**config.mk**
```make
export PLATFORM = sky130hd
export DESIGN_NAME = spi_flag_ctrl
export DESIGN_NICKNAME = d
export VERILOG_FILES = /design/src/rtl/spi_flag_pkg.sv /design/src/rtl/spi_flag_sync.sv /design/src/rtl/spi_flag_shifter.sv /design/src/rtl/spi_flag_regs.sv /design/src/rtl/spi_flag_ctrl.sv
export SDC_FILE = /design/constraint.sdc
export NUM_CORES = 1
export LEC_CHECK = 0
export ABC_CLOCK_PERIOD_IN_PS = 2330
export BUFFER_PORTS_ARGS = -buffer_cell sky130_fd_sc_hd__buf_2
export CAP_MARGIN = 20
export CORE_MARGIN = 10
export CORE_UTILIZATION = 40
export DETAILED_ROUTE_END_ITERATION = 12
export RECOVER_POWER = 100
export SYNTH_ARGS = -nofsm -noshare
export SYNTH_HDL_FRONTEND = slang
export SYNTH_SLANG_ARGS = --single-unit
```
**constraint.sdc**
```tcl
create_clock -name clk -period 2.33 [get_ports clk]
set_clock_uncertainty 0.05 [all_clocks]
set_input_delay 0.233 -clock clk [delete_from_list [all_inputs] [get_ports clk]]
set_output_delay 0.233 -clock clk [all_outputs]
set_load 0.01 [all_outputs]
```
**src/rtl/spi_flag_pkg.sv**
```systemverilog
package spi_flag_pkg;

   typedef enum logic [1:0] {
      REG_CTRL = 2'd0,
      REG_STAT = 2'd1,
      REG_DATA = 2'd2,
      REG_NONE = 2'd3
   } reg_sel_e;

   // control register bit positions
   localparam int CTRL_EN   = 0;
   localparam int CTRL_MSTR = 1;
   localparam int CTRL_IEN  = 2;

   // status register bit positions
   localparam int ST_DONE  = 7;
   localparam int ST_WCOL  = 6;
   localparam int ST_FAULT = 4;

endpackage

```
**src/rtl/spi_flag_sync.sv**
```systemverilog
module spi_flag_sync #(
   parameter int STAGES = 2,
   parameter bit RESET_VAL = 1'b1
) (
   input  logic clk,
   input  logic rst_n,
   input  logic d,
   output logic q
);

   logic [STAGES-1:0] chain_q;

   generate
      for (genvar i = 0; i < STAGES; i++) begin : g_stage
         if (i == 0) begin : g_first
            always_ff @(posedge clk or negedge rst_n) begin
               if (!rst_n) chain_q[0] <= RESET_VAL;
               else        chain_q[0] <= d;
            end
         end else begin : g_next
            always_ff @(posedge clk or negedge rst_n) begin
               if (!rst_n) chain_q[i] <= RESET_VAL;
               else        chain_q[i] <= chain_q[i-1];
            end
         end
      end
   endgenerate

   assign q = chain_q[STAGES-1];

endmodule

```
**src/rtl/spi_flag_shifter.sv**
```systemverilog
module spi_flag_shifter #(
   parameter int DATA_W  = 8,
   parameter int CLK_DIV = 4
) (
   input  logic              clk,
   input  logic              rst_n,
   input  logic              start,
   input  logic [DATA_W-1:0] load_data,
   input  logic              abort,
   input  logic              miso,
   output logic              busy,
   output logic              sclk,
   output logic              mosi,
   output logic              xfer_done,
   output logic [DATA_W-1:0] rx_buf
);

   localparam int HALF = CLK_DIV / 2;
   localparam int CW   = (CLK_DIV > 2) ? $clog2(CLK_DIV) : 1;
   localparam int BW   = $clog2(DATA_W);
   localparam logic [CW-1:0] RISE_AT  = CW'(HALF - 1);
   localparam logic [CW-1:0] FALL_AT  = CW'(CLK_DIV - 1);
   localparam logic [BW-1:0] LAST_BIT = BW'(DATA_W - 1);

   logic [CW-1:0]     div_q;
   logic [BW-1:0]     bit_q;
   logic [DATA_W-1:0] sh_q;
   logic [DATA_W-1:0] rx_q;
   logic              samp_q;
   logic              sclk_q;
   logic              busy_q;
   logic              done_q;

   always_ff @(posedge clk or negedge rst_n) begin
      if (!rst_n) begin
         div_q  <= '0;
         bit_q  <= '0;
         sh_q   <= '0;
         rx_q   <= '0;
         samp_q <= 1'b0;
         sclk_q <= 1'b0;
         busy_q <= 1'b0;
         done_q <= 1'b0;
      end else begin
         done_q <= 1'b0;
         if (abort) begin
            busy_q <= 1'b0;
            sclk_q <= 1'b0;
            div_q  <= '0;
         end else if (start && !busy_q) begin
            sh_q   <= load_data;
            busy_q <= 1'b1;
            div_q  <= '0;
            bit_q  <= '0;
            sclk_q <= 1'b0;
         end else if (busy_q) begin
            if (div_q == RISE_AT) begin
               sclk_q <= 1'b1;
               samp_q <= miso;
               div_q  <= div_q + CW'(1);
            end else if (div_q == FALL_AT) begin
               sclk_q <= 1'b0;
               div_q  <= '0;
               sh_q   <= {sh_q[DATA_W-2:0], samp_q};
               if (bit_q == LAST_BIT) begin
                  busy_q <= 1'b0;
                  done_q <= 1'b1;
                  rx_q   <= {sh_q[DATA_W-2:0], samp_q};
               end else begin
                  bit_q <= bit_q + BW'(1);
               end
            end else begin
               div_q <= div_q + CW'(1);
            end
         end
      end
   end

   assign busy      = busy_q;
   assign sclk      = sclk_q;
   assign mosi      = sh_q[DATA_W-1];
   assign xfer_done = done_q;
   assign rx_buf    = rx_q;


   sclk_idle_chk: assert property (@(posedge clk) disable iff (!rst_n)
      !busy_q |-> !sclk_q);

endmodule

```
**src/rtl/spi_flag_regs.sv**
```systemverilog
module spi_flag_regs
   import spi_flag_pkg::*;
#(
   parameter int DATA_W = 8
) (
   input  logic              clk,
   input  logic              rst_n,
   input  logic [1:0]        bus_addr,
   input  logic              bus_rd,
   input  logic              bus_wr,
   input  logic [DATA_W-1:0] bus_wdata,
   input  logic              busy,
   input  logic              xfer_done,
   input  logic              ss_low,
   input  logic [DATA_W-1:0] rx_buf,
   output logic [DATA_W-1:0] bus_rdata,
   output logic              start,
   output logic              fault_evt,
   output logic              master_on,
   output logic              ien,
   output logic              done_flag,
   output logic              wcol_flag,
   output logic              fault_flag
);

   logic en_q, mstr_q, ien_q;
   logic done_q, wcol_q, fault_q;
   logic arm_done_q, arm_wcol_q, arm_fault_q;

   logic sel_ctrl, sel_stat, sel_data;
   logic acc, dr_acc, dr_wr, ctrl_wr, st_rd, coll;

   always_comb begin
      sel_ctrl = (bus_addr == REG_CTRL);
      sel_stat = (bus_addr == REG_STAT);
      sel_data = (bus_addr == REG_DATA);
      acc      = bus_rd | bus_wr;
      dr_acc   = acc & sel_data;
      dr_wr    = bus_wr & sel_data;
      ctrl_wr  = bus_wr & sel_ctrl;
      st_rd    = bus_rd & sel_stat;
   end

   assign master_on = en_q & mstr_q;
   assign fault_evt = master_on & ss_low;
   assign start     = dr_wr & !done_q & !busy & master_on & !fault_evt;
   assign coll      = dr_wr & !done_q & busy;

   // arming of the two-step clearing sequences
   always_ff @(posedge clk or negedge rst_n) begin
      if (!rst_n) begin
         arm_done_q  <= 1'b0;
         arm_wcol_q  <= 1'b0;
         arm_fault_q <= 1'b0;
      end else if (st_rd) begin
         arm_done_q  <= done_q;
         arm_wcol_q  <= wcol_q;
         arm_fault_q <= fault_q;
      end else if (acc) begin
         arm_done_q  <= 1'b0;
         arm_wcol_q  <= 1'b0;
         arm_fault_q <= 1'b0;
      end
   end

   // sticky flags: a hardware set wins over a same-cycle clear
   always_ff @(posedge clk or negedge rst_n) begin
      if (!rst_n) begin
         done_q  <= 1'b0;
         wcol_q  <= 1'b0;
         fault_q <= 1'b0;
      end else begin
         done_q  <= xfer_done | (done_q  & !(dr_acc  & arm_done_q));
         wcol_q  <= coll      | (wcol_q  & !(dr_acc  & arm_wcol_q));
         fault_q <= fault_evt | (fault_q & !(ctrl_wr & arm_fault_q));
      end
   end

   // control register; a fault forces master mode off
   always_ff @(posedge clk or negedge rst_n) begin
      if (!rst_n) begin
         en_q   <= 1'b0;
         mstr_q <= 1'b0;
         ien_q  <= 1'b0;
      end else if (fault_evt) begin
         en_q   <= 1'b0;
         mstr_q <= 1'b0;
         if (ctrl_wr) ien_q <= bus_wdata[CTRL_IEN];
      end else if (ctrl_wr) begin
         ien_q <= bus_wdata[CTRL_IEN];
         if (!fault_q || arm_fault_q) begin
            en_q   <= bus_wdata[CTRL_EN];
            mstr_q <= bus_wdata[CTRL_MSTR];
         end else begin
            en_q   <= 1'b0;
            mstr_q <= 1'b0;
         end
      end
   end

   always_comb begin
      bus_rdata = '0;
      unique case (bus_addr)
         REG_CTRL: begin
            bus_rdata[CTRL_EN]   = en_q;
            bus_rdata[CTRL_MSTR] = mstr_q;
            bus_rdata[CTRL_IEN]  = ien_q;
         end
         REG_STAT: begin
            bus_rdata[ST_DONE]  = done_q;
            bus_rdata[ST_WCOL]  = wcol_q;
            bus_rdata[ST_FAULT] = fault_q;
         end
         REG_DATA: bus_rdata = rx_buf;
         default:  bus_rdata = '0;
      endcase
   end

   assign ien        = ien_q;
   assign done_flag  = done_q;
   assign wcol_flag  = wcol_q;
   assign fault_flag = fault_q;


   done_src_chk: assert property (@(posedge clk) disable iff (!rst_n)
      $rose(done_q) |-> $past(xfer_done));


   done_hold_chk: assert property (@(posedge clk) disable iff (!rst_n)
      (done_q && !dr_acc) |=> done_q);


   wcol_busy_chk: assert property (@(posedge clk) disable iff (!rst_n)
      $rose(wcol_q) |-> $past(busy));

endmodule

```
**src/rtl/spi_flag_ctrl.sv**
```systemverilog
module spi_flag_ctrl
   import spi_flag_pkg::*;
#(
   parameter int DATA_W      = 8,
   parameter int CLK_DIV     = 4,
   parameter int SYNC_STAGES = 2
) (
   input  logic              clk,
   input  logic              rst_n,
   input  logic [1:0]        bus_addr,
   input  logic              bus_rd,
   input  logic              bus_wr,
   input  logic [DATA_W-1:0] bus_wdata,
   output logic [DATA_W-1:0] bus_rdata,
   output logic              irq,
   input  logic              ss_n_in,
   input  logic              miso_i,
   output logic              sclk_o,
   output logic              mosi_o,
   output logic              spi_oe
);

   generate
      if (DATA_W < 8) begin : g_bad_width
         $error("DATA_W must be at least 8 to hold the status layout");
      end
      if (CLK_DIV < 2 || (CLK_DIV % 2) != 0) begin : g_bad_div
         $error("CLK_DIV must be an even value of at least 2");
      end
      if (SYNC_STAGES < 2) begin : g_bad_sync
         $error("SYNC_STAGES must be at least 2");
      end
   endgenerate

   logic ss_n_s;
   logic busy, sclk, mosi, xfer_done;
   logic [DATA_W-1:0] rx_buf;
   logic start, fault_evt, master_on, ien;
   logic done_flag, wcol_flag, fault_flag;

   spi_flag_sync #(
      .STAGES   (SYNC_STAGES),
      .RESET_VAL(1'b1)
   ) u_ss_sync (
      .clk  (clk),
      .rst_n(rst_n),
      .d    (ss_n_in),
      .q    (ss_n_s)
   );

   spi_flag_regs #(
      .DATA_W(DATA_W)
   ) u_regs (
      .clk       (clk),
      .rst_n     (rst_n),
      .bus_addr  (bus_addr),
      .bus_rd    (bus_rd),
      .bus_wr    (bus_wr),
      .bus_wdata (bus_wdata),
      .busy      (busy),
      .xfer_done (xfer_done),
      .ss_low    (!ss_n_s),
      .rx_buf    (rx_buf),
      .bus_rdata (bus_rdata),
      .start     (start),
      .fault_evt (fault_evt),
      .master_on (master_on),
      .ien       (ien),
      .done_flag (done_flag),
      .wcol_flag (wcol_flag),
      .fault_flag(fault_flag)
   );

   spi_flag_shifter #(
      .DATA_W (DATA_W),
      .CLK_DIV(CLK_DIV)
   ) u_shift (
      .clk      (clk),
      .rst_n    (rst_n),
      .start    (start),
      .load_data(bus_wdata),
      .abort    (fault_evt),
      .miso     (miso_i),
      .busy     (busy),
      .sclk     (sclk),
      .mosi     (mosi),
      .xfer_done(xfer_done),
      .rx_buf   (rx_buf)
   );

   assign spi_oe = master_on;
   assign sclk_o = sclk & master_on;
   assign mosi_o = mosi & master_on;
   assign irq    = ien & (done_flag | fault_flag);


   done_inhibit_chk: assert property (@(posedge clk) disable iff (!rst_n)
      (bus_wr && bus_addr == REG_DATA && done_flag && !busy) |=> !busy);


   fault_oe_chk: assert property (@(posedge clk) disable iff (!rst_n)
      fault_flag |-> !spi_oe);


   fault_abort_chk: assert property (@(posedge clk) disable iff (!rst_n)
      (fault_flag && !$past(fault_flag)) |-> !busy);


   wcol_flag_chk: assert property (@(posedge clk) disable iff (!rst_n)
      (wcol_flag && !busy && !bus_rd && !bus_wr) |=> wcol_flag);

endmodule

```
After elaboration in Yosys (flattened, before gate mapping)
Cells that the tools add are included.
- register bits after elaboration: 36
- latch bits: 0
- bits in writable memories: 0
- bits in read-only memories: 0
- input port bits: 16
- output and inout port bits: 12
- word-level logic and storage cells: 124
- memories: 0
- add/subtract/negate cells: 2
- multiply operators: 0
- div/mod/pow operators: 0
- magnitude comparators: 0
- equality and inequality tests: 7
- shift-type cells: 0
- muxes and demuxes: 46
- bitwise logic cells: 28
- reductions and logical operators: 22
- operators by type and width (kind ; number):
    $mux W8 ; 4
    $mux W1 ; 29
    $and A1 B1 Y1 ; 20
    $mux W3 ; 5
    $mux W2 ; 5
    $logic_not A1 Y1 ; 8
    $reduce_and A4 Y1 ; 2
    $reduce_bool A2 Y1 ; 4
    $pmux W3 S2 ; 1
    $reduce_and A6 Y1 ; 1
    $or A1 B1 Y1 ; 5
    $reduce_and A5 Y1 ; 1
    $eq A2 B1 Y1 const B ; 2
    $eq A2 B2 Y1 const B ; 2
    $ne A2 B1 Y1 const B ; 2
    $pmux W2 S2 ; 1
    $reduce_bool A4 Y1 ; 1
    $add A3 B1 Y3 const B ; 1
    $eq A3 B3 Y1 const B ; 1
    $not A1 Y1 ; 3
    $reduce_bool A3 Y1 ; 1
    $add A2 B1 Y2 const B ; 1
    $logic_not A2 Y1 ; 1
    $pmux W1 S2 ; 1
    other kinds (3) ; 3

Depth between registers and ports, before layout
Gate-level depths: netlist (run 1).
- depth in word-level cells: 9
- depth in mapped cells: 7
- gate-level depth less buffers: 6

By module
From an unflattened synthesis (run 1), not the netlist that was laid out.
- cells, all modules: 144
- area total of the unflattened synthesis: 1855.5 µm²
- modules (own cells, without submodules) (module ; times used ; cells each ; area each (µm²)):
    spi_flag_shifter ; 1 ; 84 ; 1237.4
    spi_flag_regs ; 1 ; 54 ; 541.8
    spi_flag_sync ; 1 ; 2 ; 52.6
    spi_flag_ctrl ; 1 ; 4 ; 23.8

Worst setup path before layout (run 1)
No wires, ideal clock.
- kind: input to register
- start point: in bus_addr[0]
- end point: reg u_shift.sh_q[4]
- library setup time: 127 ps
- arrival: 1720 ps
- data required time: 2153 ps
- slack: 433 ps
- stages on the path: 7
- buffers on the path: 1
- cell sequence: inv_1 ha_1 nand3b_4 nor4b_4 buf_6 mux2_1 mux2_1
- cells in the longest elaborated chain, start to end: 9
- elaborated cells on any way between the ends: 12
- classes of those cells: eq/ne: 2; mux: 1; bitwise: 5; reduce/logical: 4
- ends and longest elaborated chain (item ; RTL line ; RTL):
    start, declared ; spi_flag_ctrl.sv:10 ; input logic [1:0] bus_addr,
    $eq A2 B2 Y1 (*) ; spi_flag_regs.sv:36 ; sel_data = (bus_addr == REG_DATA);
    $and A1 B1 Y1 (*) ; spi_flag_regs.sv:39 ; dr_wr = bus_wr & sel_data;
    $and A1 B1 Y1 (*) (4 in series) ; spi_flag_regs.sv:46 ; assign start = dr_wr & !done_q & !busy & master_on & !fault_evt;
    $logic_and A1 B1 Y1 (*) ; spi_flag_shifter.sv:50 ; end else if (start && !busy_q) begin
    $ne A2 B1 Y1 (no source line) / $reduce_bool A2 Y1 (equally long branches) ; n/a ;
    $reduce_and A4 Y1 (no source line) ; n/a ;
    end signal, assigned ; spi_flag_shifter.sv:51 ; sh_q <= load_data;
    end signal, assigned ; spi_flag_shifter.sv:64 ; sh_q <= {sh_q[DATA_W-2:0], samp_q};
    end, declared ; spi_flag_shifter.sv:27 ; logic [DATA_W-1:0] sh_q;
Every way passes the cells marked *; elsewhere a longest branch is shown, timed or not.
A chain may end at the register's enable or synchronous reset.

Worst setup path after layout (run 1)
- start point: reg u_regs.done_q, in the netlist u_regs.done_flag
- end point: reg u_shift.sh_q[4]
- cells in the longest elaborated chain, start to end: 8
- elaborated cells on any way between the ends: 11
- classes of those cells: eq/ne: 1; mux: 1; bitwise: 4; reduce/logical: 5
- ends and longest elaborated chain (item ; RTL line ; RTL):
    start, declared ; spi_flag_regs.sv:27 ; logic done_q, wcol_q, fault_q;
    start signal, assigned ; spi_flag_regs.sv:73 ; done_q <= xfer_done | (done_q & !(dr_acc & arm_done_q));
    $logic_not A1 Y1 (*) ; spi_flag_regs.sv:46 ;
    $and A1 B1 Y1 (*) (4 in series) ; spi_flag_regs.sv:46 ;
    $logic_and A1 B1 Y1 (*) ; spi_flag_shifter.sv:50 ;
    $ne A2 B1 Y1 (no source line) / $reduce_bool A2 Y1 (equally long branches) ; n/a ;
    $reduce_and A4 Y1 (no source line) ; n/a ;
Marked as above.

==> results by group, run 1 <==
Floorplanning
  – Die Area: approximately 0.0074 mm2
  – Die span in x: 86.3 um
  – Row count: 24
  – I/O pin count: 28
  – Initial Util: 40.9%
  – DIE HEIGHT: 86.3 um
  – CORE AREA: 0.00429 mm2

Setup path
  – Worst r2r path cells: 5
  – Critical path required time: 2.45 ns
  – Largest fanout on the critical path: 15
  – Worst Setup Start Kind: flip-flop
  – CP Cell Sequence: nand3b_4, nor4b_1, buf_4, mux2_1, mux2_1
  – Crit path kind: flip-flop to flip-flop
  – Max incr delay on CP: 0.43 ns
  – CP arrival: 2.06 ns
  – Crit-path slowest cell: dfrtp_1
  – Most used cell, CP: mux2_1
  – CP Capture Type: flip-flop

Clock network
  – Clk slew on worst S/H paths: approximately 0.070 ns
  – Max Buffers Root-to-Sink: 2
  – Post-cts resize count: 0
  – H-tree Lvls: 2
  – CTS Buf Count: 5
  – # clock sinks: 36
  – CTS tree: built
  – CTS root buf: clkbuf_8
  – Clk_lat worst skew: 0.28 ns

STA
  – Final Hold Fails: 0
  – Unrepaired setup endpoints after global routing: false
  – Max Freq: 0.515 GHz
  – Max Slew Vio Count: 37
  – Final TNS setup: 0 ns
  – Final setup fails: 0
  – Rel. slew slack: -21.8%
  – Tightest Pin Transition: ~1.8 ns
  – Hold slack final: 0.159 ns
  – Final min period: 1.94 ns
  – Final worst-path cycle share: 83.4%

Logic synthesis
  – Cell variety after synth: 33
  – Main synth FF type: dfrtp_1
  – Synth async-reset ratio: 100%
  – Number of flops mapped to enable cells by yosys: 0
  – Synth area leaders: dfrtp_1 48%, mux2_1 15%, ha_1 5.0%
  – Post-synthesis sequential area ratio: between 50% and 60%
  – Top post-synthesis cells by count: 34 x dfrtp_1, 24 x mux2_1, 7 x ha_1, 7 x nand2_1, 7 x nor2_1
  – Cell taking the most area after synthesis: dfrtp_1
  – Most frequent cell after synthesis: dfrtp_1
  – Synth Register Bits: 36
  – Syn Area/Cell: 12.3 um2
  – Syn nets: 166
  – Yosys warnings: 0
  – Cell area after synthesis: 0.00176 mm2
  – Mapped Cells: 143
  – Synth top area share: 48.4%

Global routing
  – Vias in the first global route: about 1300
  – First-pass GRT wire length: roughly 6 mm
  – Initial antenna violation count: 0
  – Largest net degree at the start of global routing: 37
  – Remaining Overflow, GRT: 0
  – GRT Overall Usage: 10.3%

Detailed routing
  – Antenna viol nets, final: 0
  – Drt first pass iters: 4
  – Routed vias: 1192
  – DR vias/cell: 5.21
  – Iter 0 DRT Violations: 46
  – Drt drc: 0
  – Wire per inst: 15.6 um
  – DRT Wirelength: 3.58 mm

Placement
  – Gpl congestion: approximately 0.77
  – I/O Buffers: 27
  – Hpwl dp: 2.74 mm

Cells and area
  – Nets: 199
  – Diodes inserted: 0
  – Layout cells sized above 1: 18.1%
  – Synth-to-layout area growth: 14.5%

Status
  – Outcome: finished, violations left
  – Failing checks: capacitance limit, slew limit

Run
  – Max-cap violation count: 1

Min path
  – HP Class: primary input to flip-flop
  – Hold path cells: 2

Pwr
  – VDD IR max: 0.533 mV
  – P per Cell Area: 766 mW/mm2
  – Leak: 1.02 nW
==> sequential cells by signal, summed over array words and instances, names as in the netlist <==
signal              cells
u_shift.rx_buf          8
u_shift.sh_q            8
u_shift.bit_q           3
u_shift.div_q           2
u_regs.arm_done_q       1
u_regs.arm_fault_q      1
u_regs.arm_wcol_q       1
u_regs.done_flag        1
u_regs.en_q             1
u_regs.fault_flag       1
u_regs.ien              1
u_regs.mstr_q           1
u_regs.wcol_flag        1
u_shift.busy            1
u_shift.samp_q          1
u_shift.sclk            1
u_shift.xfer_done       1
u_ss_sync.chain_q       1
u_ss_sync.q             1
==> layout by cell type, fill, tap and decap left out, drive strengths merged <==
cell type / n
or2: 1
nand4: 1
ha: 7
mux2: 28
nor4b: 1
and2: 2
nor2b: 6
and3: 3
a32o: 3
a21o: 1
o21a: 1
a22o: 3
clkbuf: 20
nor2: 7
nand3b: 2
a22oi: 5
clkinv: 2
nand2: 8
buf: 15
dlygate4sd3: 1
or3: 1
o21ai: 5
inv: 6
nor3: 4
o211ai: 2
dfstp: 2
nand2b: 1
a21oi: 5
dfrtp: 34
==> final timing paths <==
check,from,endpoint,slack [ns]
max in group asynchronous,rst_n,u_regs.fault_flag,0.79
worst max-delay path,u_regs.done_flag,u_shift.sh_q[4],0.39
worst min-delay path,bus_wdata[2],u_regs.ien,0.16
worst max register to register,u_regs.done_flag,u_shift.sh_q[4],0.39
worst min register to register,u_ss_sync.chain_q[0],u_ss_sync.q,0.31
min in group asynchronous,rst_n,u_regs.arm_fault_q,0.38
==> per-stage QoR <==
step / total power, mW / util (%) / instance area [um2] / cells / setup WS, ns
floorplan: 1.01 / - / 1760 / 143 / 0.433
global placement: 1.11 / 45.4 / 1950 / 220 / 0.354
detailed placement: 1.12 / 45.4 / 1950 / 220 / 0.304
CTS: 1.58 / 47.8 / 2050 / 229 / 0.428
global route: 1.66 / 46.9 / 2010 / 229 / 0.287
finish: 1.54 / 46.9 / 2010 / 229 / 0.387
==> cell families (layout without fill, tap and decap cells) <==
kind of cell / Yosys count / in the layout / share of synthesized area, %
adders and majority gates: 7 / 7 / 4.98
buffers and inverters: 10 / 44 / 2.70
AOI/OAI and AO/OA: 25 / 25 / 10.1
muxes: 28 / 28 / 17.9
DFF: 36 / 36 / 51.4
and+or+nand+nor: 37 / 37 / 12.9
==> per-layer routing <==
metal / routed length [um] / GRT usage (%) / share of wire, % / vias to the layer above
li1: - / - / - / 576
met1: 1590 / 11.5 / 44 / 590
met2: 1700 / 16.8 / 48 / 22
met3: 246 / 4.50 / 6.9 / 4
met4: 37 / 4.12 / 1.0 / 0
met5: 0 / 0 / 0 / -
==> final cells by class <==
class	count	area, um2
Inverter	6	22.5
Multi-Input combinational cell	97	790
Sequential cell	36	903
Clock inverter	2	10.0
Tap cell	52	65.1
Fill cell	416	2280
Clock buffer	6	82.6
Timing Repair Buffer	30	140
==> worst max-delay path, delay by kind of cell, from the launching register on <==
kind	cells	cell delay [ns]
buf+inv	1	0.27
flops	1	0.43
mux	2	0.63
simple gates	2	0.44
==> timing repair <==
action | 4_1_cts | 5_1_grt
setup endpoints to repair | 0 | 0
hold endpoints to repair | 1 | 0
buffers inserted | 0 | 0
hold buffers | 1 | 0
==> power by group <==
group / total (mW) / switching (mW) / leakage, nW / internal (mW)
Clock: 0.445 / 0.209 / 0.0510 / 0.235
Sequential: 0.810 / 0.0858 / 0.476 / 0.724
Combinational: 0.288 / 0.143 / 0.493 / 0.145
Total: 1.54 / 0.439 / 1.02 / 1.10
(Power assumes the default switching activity.)
==> run 2, diff against run 1 <==
Settings changed: ABC_CLOCK_PERIOD_IN_PS 2330 to 1700.
Clock period 2.33 ns to 1.7 ns, I/O delays scaled along.
==> results by group, run 2 (synthesis gave the netlist of run 1 again) <==
Setup path
  – Crit-path slowest cell: dfrtp_1
  – Largest fanout on the critical path: 9 (-6)
  – CP arrival: 1.84 ns (-0.22 ns)
  – Crit path kind: flip-flop to flip-flop
  – Worst path top cell family by delay: multiplexers
  – Max incr delay on CP: 0.38 ns (-0.05 ns)
  – Critical path required time: 1.81 ns (-0.64 ns)
  – CP Cell Sequence: nand3b_4, nor4b_4, buf_6, mux2_1, mux2_1
  – CP Capture Type: flip-flop
  – Buf+Inv Stages, Crit Path: 1 (unchanged)
  – Worst Setup Start Kind: flip-flop
  – Most used cell, CP: mux2_1

Floorplanning
  – Die span in x: 86.3 um (unchanged)
  – Initial Util: 40.9% (unchanged)
  – Die Area: 0.00745 mm2 (unchanged)
  – DIE HEIGHT: 86.3 um (unchanged)
  – I/O pin count: 28 (unchanged)
  – CORE AREA: 0.00429 mm2 (unchanged)
  – Row count: 24 (unchanged)

STA
  – Unrepaired setup endpoints after global routing: true
  – Final Hold Fails: 0 (unchanged)
  – Final worst-path cycle share: 102% (+18 points)
  – Worst setup margin: -0.0312 ns (-0.418 ns)
  – Max Slew Vio Count: 0 (-100%)
  – Tightest Pin Transition: 0.881 ns (-0.947 ns)
  – Final min period: 1.73 ns (-0.212 ns)
  – Rel. slew slack: 41.3% (+63 points)
  – Max Freq: 0.578 GHz (+12%)
  – Final setup fails: 7 (+7)

Placement
  – Placement Setup Slack: -0.184 ns (-0.488 ns)
  – I/O Buffers: 27 (unchanged)
  – Gpl congestion: 0.822 (+7.4%)
  – Dpl cells: 233 (+5.9%)
  – Dpl cell area: 0.00206 mm2 (+6.0%)
  – Hpwl dp: 3.00 mm (+9.2%)

Detailed routing
  – Routed vias: 1268 (+6.4%)
  – Drt drc: 0 (unchanged)
  – DRT Wirelength: 4.07 mm (+14%)
  – Antenna viol nets, final: 0 (unchanged)
  – Iter 0 DRT Violations: 70 (+52%)
  – Drt first pass iters: 4 (unchanged)
  – Wire per inst: 16.6 um (+6.3%)
  – DR vias/cell: 5.18 (-0.57%)

Clock network
  – H-tree Lvls: 2 (unchanged)
  – CTS root buf: clkbuf_8
  – Clk_lat worst skew: 0.29 ns (about the same)
  – Clk slew on worst S/H paths: 0.07 ns (about the same)
  – CTS tree: built
  – # clock sinks: 36 (unchanged)
  – Max Buffers Root-to-Sink: 2 (unchanged)
  – CTS Buf Count: 5 (unchanged)

Global routing
  – Vias in the first global route: 1351 (+2.6%)
  – GRT Overall Usage: 10.8% (+0.51 points)
  – Remaining Overflow, GRT: 0 (unchanged)
  – Initial antenna violation count: 0 (unchanged)
  – First-pass GRT wire length: 6.43 mm (+6.0%)
  – Largest net degree at the start of global routing: 37 (unchanged)

Pwr
  – Leak: 1.18 nW (+15%)
  – Pwr Total: 2.21 mW (+43%)
  – VDD IR max: 0.669 mV (+25%)
  – P per Cell Area: 993 mW/mm2 (+30%)

Cells and area
  – Synth-to-layout area growth: 26.6%
  – Nets: 215 (+8.0%)
  – Layout cells sized above 1: 38.3% (+20 points)
  – Cell area after layout: 0.00223 mm2 (+11%)
  – Register area: 903 um2 (unchanged)
  – Multi-input gate area: 877 um2 (+11%)
  – Most common cell after layout, fill and taps aside: dfrtp_1
  – Most frequent cells in the layout: 34 x dfrtp_1, 27 x buf_2, 17 x mux2_1
  – Post-Route Utilization: 51.8% (+5.0 points)
  – Diodes inserted: 0 (unchanged)
  – Finished Layout Cells: 245 (+7.0%)
  – Fillers: 408 (-1.9%)

Status
  – Outcome: finished, violations left
  – Failing checks: setup timing

Run
  – Max-cap violation count: 0 (-1)

Min path
  – HP Class: primary input to flip-flop
[run 2: area by class of cell]
class,instances,share of cell area [%]
multi-input combinational,98,39.4
clock buffer,7,3.43
sequential,36,40.6
tap,52,2.92
timing repair buffer,45,12.4
inverter,6,1.01
clock inverter,1,0.225
[run 2: timing repair]
item / 4_1_cts / 5_1_grt
endpoints found under the setup margin: 16 / 13
buffers inserted: 0 / 1
endpoints found under the hold margin: 35 / 0
hold buffers: 2 / 0
gates cloned: 0 / 1
resized for setup: 5 / 7
pin swaps: 0 / 1
[run 2: final timing paths]
path | start | end | slack, ns | cells past startpoint
hold reg to reg | u_ss_sync.chain_q[0] | u_ss_sync.q | 0.31 | 0
min in group asynchronous | rst_n | u_shift.sh_q[2] | 0.56 | 3
hold / removal | miso_i | u_shift.samp_q | 0.08 | 3
max in group asynchronous | rst_n | u_shift.sh_q[0] | 0.49 | 3
setup reg to reg | u_regs.done_flag | u_shift.sh_q[5] | -0.03 | 5
setup / recovery | u_regs.done_flag | u_shift.sh_q[5] | -0.03 | 5
[run 2: power breakdown]
group | switching (mW) | internal [mW]
sequential | 0.109 | 0.993
combinational | 0.250 | 0.285
clock | 0.287 | 0.287
total | 0.646 | 1.57
[run 2: metrics by stage]
step | hold slack [ns] | setup TNS, ns
2_1_floorplan | -0.176 | -0.637
3_3_place_gp | 0.182 | -1.96
3_5_place_dp | 0.187 | -2.56
4_1_cts | 0.0805 | -0.348
5_1_grt | 0.0982 | -0.795
6_report | 0.0836 | -0.136
[run 2: layer usage]
| metal | GRT usage, % | up-vias | routed length, um |
|---|---|---|---|
| li1 | - | 616 | - |
| met1 | 12.5 | 621 | 1740 |
| met2 | 17.8 | 25 | 2030 |
| met3 | 4.69 | 6 | 256 |
| met4 | 3.09 | 0 | 51 |
| met5 | 0 | - | 0 |
[run 2: tightest hold or removal path, stage by stage]
cell,delay [ns]
buf_2,0.08
nand4_1,0.08
nand2_1,0.06
